$ cat src/rtl/stop_clock_throttle.sv
module stop_clock_throttle #(
  parameter int W = 8
) (
  input  logic         clk,
  input  logic         rst,
  input  logic         reg_we,
  input  logic [1:0]   reg_addr,
  input  logic [W-1:0] reg_wdata,
  output logic [W-1:0] reg_rdata,
  input  logic         tick_i,
  input  logic         grant_i,
  output logic         stpclk_n_o
);
  localparam logic [W-1:0] ZERO = '0;

  logic [W-1:0] dur_lo, dur_hi, cnt;
  logic         en, run, waiting, out_n;

  assign stpclk_n_o = out_n;
  assign reg_rdata  = (reg_addr == 2'd0) ? dur_lo :
                      (reg_addr == 2'd1) ? dur_hi :
                      (reg_addr == 2'd2) ? {{(W-1){1'b0}}, en} : ZERO;

  wire expire = tick_i && (cnt == ZERO);

  always_ff @(posedge clk) begin
    if (rst) begin
      dur_lo  <= ZERO;
      dur_hi  <= ZERO;
      en      <= 1'b0;
      run     <= 1'b0;
      cnt     <= ZERO;
      waiting <= 1'b0;
      out_n   <= 1'b1;
    end else begin
      if (reg_we) begin
        case (reg_addr)
          2'd0:    dur_lo <= reg_wdata;
          2'd1:    dur_hi <= reg_wdata;
          2'd2:    en     <= reg_wdata[0];
          default: ;
        endcase
      end
      run <= en;
      if (!en) begin
        out_n   <= 1'b1;
        cnt     <= ZERO;
        waiting <= 1'b0;
      end else if (!run) begin
        out_n   <= 1'b0;
        cnt     <= dur_lo;
        waiting <= 1'b1;
      end else if (!out_n) begin
        if (waiting) begin
          if (grant_i) waiting <= 1'b0;
        end else if (expire) begin
          out_n <= 1'b1;
          cnt   <= dur_hi;
        end else if (tick_i) begin
          cnt <= cnt - 1'b1;
        end
      end else if (expire) begin
        out_n   <= 1'b0;
        cnt     <= dur_lo;
        waiting <= 1'b1;
      end else if (tick_i) begin
        cnt <= cnt - 1'b1;
      end
    end
  end

  p_start_load_r3: assert property (@(posedge clk) disable iff (rst)
    (en && !run) |=> (!stpclk_n_o && cnt == $past(dur_lo)));

  p_hold_for_grant_r4: assert property (@(posedge clk) disable iff (rst)
    (en && run && !out_n && waiting && !grant_i) |=> (!stpclk_n_o && $stable(cnt)));

  p_end_assert_r5: assert property (@(posedge clk) disable iff (rst)
    (en && run && !out_n && !waiting && expire) |=> (stpclk_n_o && cnt == $past(dur_hi)));

  p_end_negate_r6: assert property (@(posedge clk) disable iff (rst)
    (en && run && out_n && expire) |=> (!stpclk_n_o && waiting));

  p_disabled_high_r8: assert property (@(posedge clk) disable iff (rst)
    !en |=> stpclk_n_o);

  p_no_tick_idle_r11: assert property (@(posedge clk) disable iff (rst)
    (en && run && !waiting && !tick_i) |=> ($stable(cnt) && $stable(stpclk_n_o)));
endmodule

$ cat config.mk
export PLATFORM = sky130hd
export DESIGN_NAME = stop_clock_throttle
export DESIGN_NICKNAME = d
export VERILOG_FILES = /design/src/rtl/stop_clock_throttle.sv
export SDC_FILE = /design/constraint.sdc
export NUM_CORES = 1
export LEC_CHECK = 0
export CELL_PAD_IN_SITES_DETAIL_PLACEMENT = 0
export CELL_PAD_IN_SITES_GLOBAL_PLACEMENT = 1
export CORE_MARGIN = 2
export CORE_UTILIZATION = 40
export DETAILED_ROUTE_END_ITERATION = 16
export GPL_ROUTABILITY_DRIVEN = 0
export HOLD_SLACK_MARGIN = 0.08
export PLACE_DENSITY_LB_ADDON = 0.1
export SYNTH_ARGS = -nofsm -noshare
export SYNTH_HDL_FRONTEND = slang
export SYNTH_SLANG_ARGS = --single-unit
$ cat constraint.sdc
create_clock -name clk -period 2.3 [get_ports clk]
set_input_delay 0.575 -clock clk [delete_from_list [all_inputs] [get_ports clk]]
set_output_delay 0.575 -clock clk [all_outputs]
set_load 0.01 [all_outputs]
**Word level (Yosys, flattened, before mapping)**

Cells that the tools add are included.

- Flip-flop bits (word level): 28
- Input bits: 15
- Output and inout bits: 9
- Logic and storage cells: 39

- $add $sub $neg: 1
- Eq/ne operators: 4
- Muxes and demuxes: 19
- Bitwise operators: 1
- Reduce and logical (&&, ||, !) cells: 7

Operators by type and width:

| operator | number |
|---|---|
| $mux W8 | 8 |
| $mux W1 | 11 |
| $logic_not A8 Y1 | 1 |
| $sub A8 B1 Y8 const B | 1 |
| $ne A3 B2 Y1 const B | 2 |
| $reduce_and A2 Y1 | 3 |
| $eq A2 B1 Y1 const B | 1 |
| $eq A2 B2 Y1 const B | 1 |
| $logic_not A2 Y1 | 1 |
| $reduce_or A2 Y1 | 1 |
| $logic_and A1 B1 Y1 | 1 |
| $not A1 Y1 | 1 |

**Longest topological paths before layout**

- Depth after elaboration: 6
- Mapped depth: 7
- Gate-level depth less buffers: 6

**Worst setup path before layout**

No wires, ideal clock.

- Path kind: input to output
- From: input port reg_addr[0]
- To: output port reg_rdata[0]
- Arrival time: 1390 ps
- Required time: 1725 ps
- Setup slack: 335 ps
- Cell stages on the path: 3
- Buffers on the path: 1
- Cell sequence: clkbuf_1 mux2i_1 o21ai_0

- Word-level cells in the longest chain between the ends: 4
- Elaborated cells on any way between the ends: 6
- Those cells by class: 2 x eq/ne; 3 x mux; 1 x reduce/logical

RTL lines:

| element | line | RTL |
|---|---|---|
| start: declaration | 7 | `input logic [1:0] reg_addr,` |
| $eq A2 B2 Y1 | 22 | `(reg_addr == 2'd2) ? {{(W-1){1'b0}}, en} : ZERO;` |
| $mux W1 | 22 |  |
| $mux W8 | 21 | `(reg_addr == 2'd1) ? dur_hi :` |
| $mux W8 * | 20 | `assign reg_rdata = (reg_addr == 2'd0) ? dur_lo :` |
| end: declaration | 9 | `output logic [W-1:0] reg_rdata,` |

Every way passes the cells marked *; elsewhere a longest branch is shown, timed or not.

**Worst setup path in the final report**

- From: input port reg_addr[1]
- To: output port reg_rdata[0]

The elaborated chain is that of the path after synthesis.

==> summary by stage <==
Power and ir drop
The static leakage power is 0.0008627 µW. Of the total power, the share spent switching nets is 0.2280. The share of power burned in registers is 0.488.

Of the total power, combinational logic draws 0.134. Across the VDD grid, the largest voltage drop is 0.0002767 V. The switching power of the nets is 236.8 µW. The relative contribution of the clock network to total power is 0.378. The cell-internal power is 801.6 µW.

The power per unit of standard cell area is 521.6 nW/µm².

GRT
The wire length of the first global-routing pass is 7.169 mm. For this run the aggregate overflow at the end of global routing stands at 0. The via count of the first global-routing pass is 1485. The pin count of the biggest net entering global routing is 18.

The initial antenna violation count was 0. The overall fraction of global-route tracks in use is 0.2124.

Routing
The final antenna-violating net count is 0. For this run, design rule violations remaining after detail routing come to 0. Using the TritonRoute via totals, the vias-per-cell ratio works out to 5.595.

The number of detailed-route iterations in the first pass is 4. The routed wirelength normalized by instance count is 16.07 µm. The total number of vias is 1449. Summed over all layers, the routed wires come to 4.161 mm. The first routing iteration left 81 violations.

Synthesis
The number of flops mapped to enable cells by yosys is 0. In this run, synthesis produced a sequential element count of 28. The number of warnings issued by yosys is 0. Synthesis produced 184 cells. In this run the cell area of the synthesized design comes to 1592 µm². The library cell occupying the most area in the post-synthesis netlist is sky130_fd_sc_hd__dfxtp_1.

In the synthesized netlist the async set-or-reset flop fraction comes to 0. The synthesized area divided by synthesized cell count is 8.650 µm². After synthesis, the cell types taking the most area are sky130_fd_sc_hd__dfxtp_1, sky130_fd_sc_hd__mux2i_1, sky130_fd_sc_hd__nor2_1. The main flop type after synthesis is sky130_fd_sc_hd__dfxtp_1. The proportion of synthesized chip area in sequential cells is 0.3522. The share of the synthesized area in the top cell type is 0.3522. The number of nets in the synthesized netlist is 201.

The number of library cell types mapped by synthesis is 50.

Clock tree
The root buffer selected by CTS is sky130_fd_sc_hd__clkbuf_8. The maximum level of the CTS H-tree is 1. The later pin in the worst-skew pair is clocked with a latency of 0.28 ns. The number of clock buffers inserted by TritonCTS is 3. The count of buffers added by post-CTS timing repair for setup is 0. Clock-pin slew was measured on the worst setup and hold paths at 0.09 ns. TritonCTS built the clock tree. The CTS sink count is 28. In this run the deepest clock path goes through 2 buffers.

Setup path
The critical path start-end classification is in -> out. Of all nets on the critical path, the largest fanout is 2. The register-to-register setup slack is 0.51 ns. The worst register-to-register path has a depth of 4. The startpoint of the worst-slack reg-to-reg timing path is cnt[4]$_SDFFE_PP0P_. The data required time at the worst endpoint is 1.73 ns. The worst reg2reg path endpoint is cnt[1]$_SDFFE_PP0P_. The worst setup path is launched from a primary input. The kind of capture point of the worst setup path is an output pin.

For the worst setup path, the data arrival time is 1.61 ns.

Worst hold path
The hold-critical path endpoint is cnt[0]$_SDFFE_PP0P_. The worst hold path belongs to the class reg -> reg. The hold-critical path depth is 2.

The worst min-delay path startpoint is dur_lo[0]$_SDFFE_PP0P_.

Floorplanning
The die height is 67.08 µm. After floorplanning, the core was divided into 22 placement rows. The number of placed I/O pins is 24.

The core region is 3744 µm². The initial cell density of the core is 0.4251. The floorplan die width is 67.08 µm. The die covers 4499 µm².

Timing
The clock period could shrink to 2.188 ns. The worst max-slew margin expressed relative to the limit is 0.5987. Setup repair after global routing left no endpoint under its margin. The final hold violation count is 0.

The final-layout worst hold slack is 0.4816 ns. The number of pins with negative max-slew slack in the final report is 0. The transition time of the tightest slew-check pin is 0.5970 ns. Based on the critical path, the design can be clocked at up to 457.1 MHz. The setup clock skew after layout is 0.008802 ns.

The number of endpoints failing setup at the final stage is 0. The post-route fraction of the period consumed by the critical path is 0.9512.

Layout
Once layout is complete, the utilization of the core stands at 0.5318. The antenna diode count is 0. For this run, the post-layout net count is 229.

The share of final-layout standard cells stronger than drive strength 1 is 0.1280. The area growth from synthesis to layout is 25.08%.

Status
The run finished with clean final reports.

Place
Summed over all nets, the half-perimeter wirelength after detailed placement is 3.220 mm. The number of buffers inserted by port buffering is 23.

Flow run
Across the run, the number of max-cap violations was 0.
==> how the worst max path moves through the flow <==
stage / start / endpoint / slack (ns) / cells after the start
global route: reg_addr[1] / reg_rdata[0] / 0.04 / 5
detailed placement: reg_addr[0] / reg_rdata[0] / -0.31 / 6
finish: reg_addr[1] / reg_rdata[0] / 0.11 / 5
CTS: reg_addr[1] / reg_rdata[0] / 0.08 / 5
global placement: reg_addr[0] / reg_rdata[0] / -0.28 / 6
floorplan: reg_addr[0] / reg_rdata[0] / 0.34 / 3
==> power by group through the flow <==
| stage | sequential, µW | clock, µW | combinational (µW) |
|---|---|---|---|
| 6_report | 507 | 393 | 139 |
| 5_1_grt | 509 | 431 | 152 |
| 4_1_cts | 507 | 400 | 138 |
| 3_5_place_dp | 518 | 0 | 141 |
| 3_3_place_gp | 518 | 0 | 137 |
| 2_1_floorplan | 514 | 0 | 76.3 |
==> registers in the layout (all words and copies together) (netlist names) <==
register and flops:
en 1, stpclk_n_o 1, dur_lo 8, cnt 8, dur_hi 8, waiting 1
run 1
==> timing repair <==
action | CTS | global route
hold buffers | 0 | 0
pin swaps | 0 | 0
setup endpoints to repair | 8 | 1
resized for setup | 9 | 1
cloned | 0 | 0
==> worst max-delay path: stages <==
cell                              delay, ns
sky130_fd_sc_hd__clkdlybuf4s50_1       0.48
sky130_fd_sc_hd__nor2b_2               0.16
sky130_fd_sc_hd__nand2_1               0.06
sky130_fd_sc_hd__o21ai_0               0.06
sky130_fd_sc_hd__dlygate4sd2_1         0.28
==> cell usage after synthesis, types with 2 or more instances <==
library cell and number:
sky130_fd_sc_hd__clkbuf_1 10, sky130_fd_sc_hd__inv_1 5, sky130_fd_sc_hd__a21oi_1 8, sky130_fd_sc_hd__o31ai_1 4, sky130_fd_sc_hd__mux2i_1 26, sky130_fd_sc_hd__a211oi_1 2, sky130_fd_sc_hd__nor2b_1 3, sky130_fd_sc_hd__o21ai_1 3
sky130_fd_sc_hd__nand3_1 3, sky130_fd_sc_hd__dfxtp_1 28, sky130_fd_sc_hd__nor2_1 31, sky130_fd_sc_hd__ha_1 2, sky130_fd_sc_hd__buf_6 2, sky130_fd_sc_hd__a31oi_1 3, sky130_fd_sc_hd__nand2b_1 2, sky130_fd_sc_hd__nor3_1 3
sky130_fd_sc_hd__mux2_2 3, sky130_fd_sc_hd__nand2_1 10, sky130_fd_sc_hd__o21ai_0 5
==> cells by family after synthesis <==
group                      share of synthesized area
adders and majority gates                    0.01572
AOI/OAI and AO/OA                             0.1824
xor gates and xnor gates                    0.005504
buffers and inverters                        0.05424
and+or+nand+nor                               0.2052
DFF                                           0.3522
muxes                                         0.1847
==> metrics by stage <==
step | TNS (ns) | cell area [µm²] | total power (µW) | std cells | setup slack (ns)
floorplan | 0 | 1592 | 590.3 | 184 | 0.3354
global placement | -1.779 | 1928 | 655.3 | 255 | -0.2779
detailed placement | -2.026 | 1928 | 658.6 | 255 | -0.3124
CTS | 0 | 1988 | 1045 | 259 | 0.07646
global route | 0 | 1991 | 1091 | 259 | 0.04342
finish | 0 | 1991 | 1038 | 259 | 0.1121
==> final cells by class <==
type | instances | area [µm²]
fill | 378 | 1753
tap | 48 | 60.06
inverter | 6 | 22.52
sequential | 28 | 560.5
multi-input combinational | 137 | 947.2
timing repair buffer | 36 | 329.1
clock inverter | 1 | 30.03
clock buffer | 3 | 41.29
==> layout by cell type (no fill, tap or decap), types with 4 or more instances in the layout <==
master / count
sky130_fd_sc_hd__buf_4: 12
sky130_fd_sc_hd__nand2_1: 10
sky130_fd_sc_hd__clkdlybuf4s50_1: 14
sky130_fd_sc_hd__mux2i_1: 26
sky130_fd_sc_hd__inv_1: 5
sky130_fd_sc_hd__o31ai_1: 4
sky130_fd_sc_hd__o21ai_0: 5
sky130_fd_sc_hd__a21oi_1: 8
sky130_fd_sc_hd__nor2_1: 31
sky130_fd_sc_hd__dlygate4sd2_1: 9
sky130_fd_sc_hd__dfxtp_1: 28
==> metal layers <==
metal / vias up / routed length, µm / track usage
met4: 0 / 50 / 0.07653
met2: 42 / 1964 / 0.3403
met1: 680 / 1949 / 0.2922
met5: - / 0 / 0
li1: 722 / - / -
met3: 5 / 197 / 0.02365
Power figures use the tool's default switching activity.
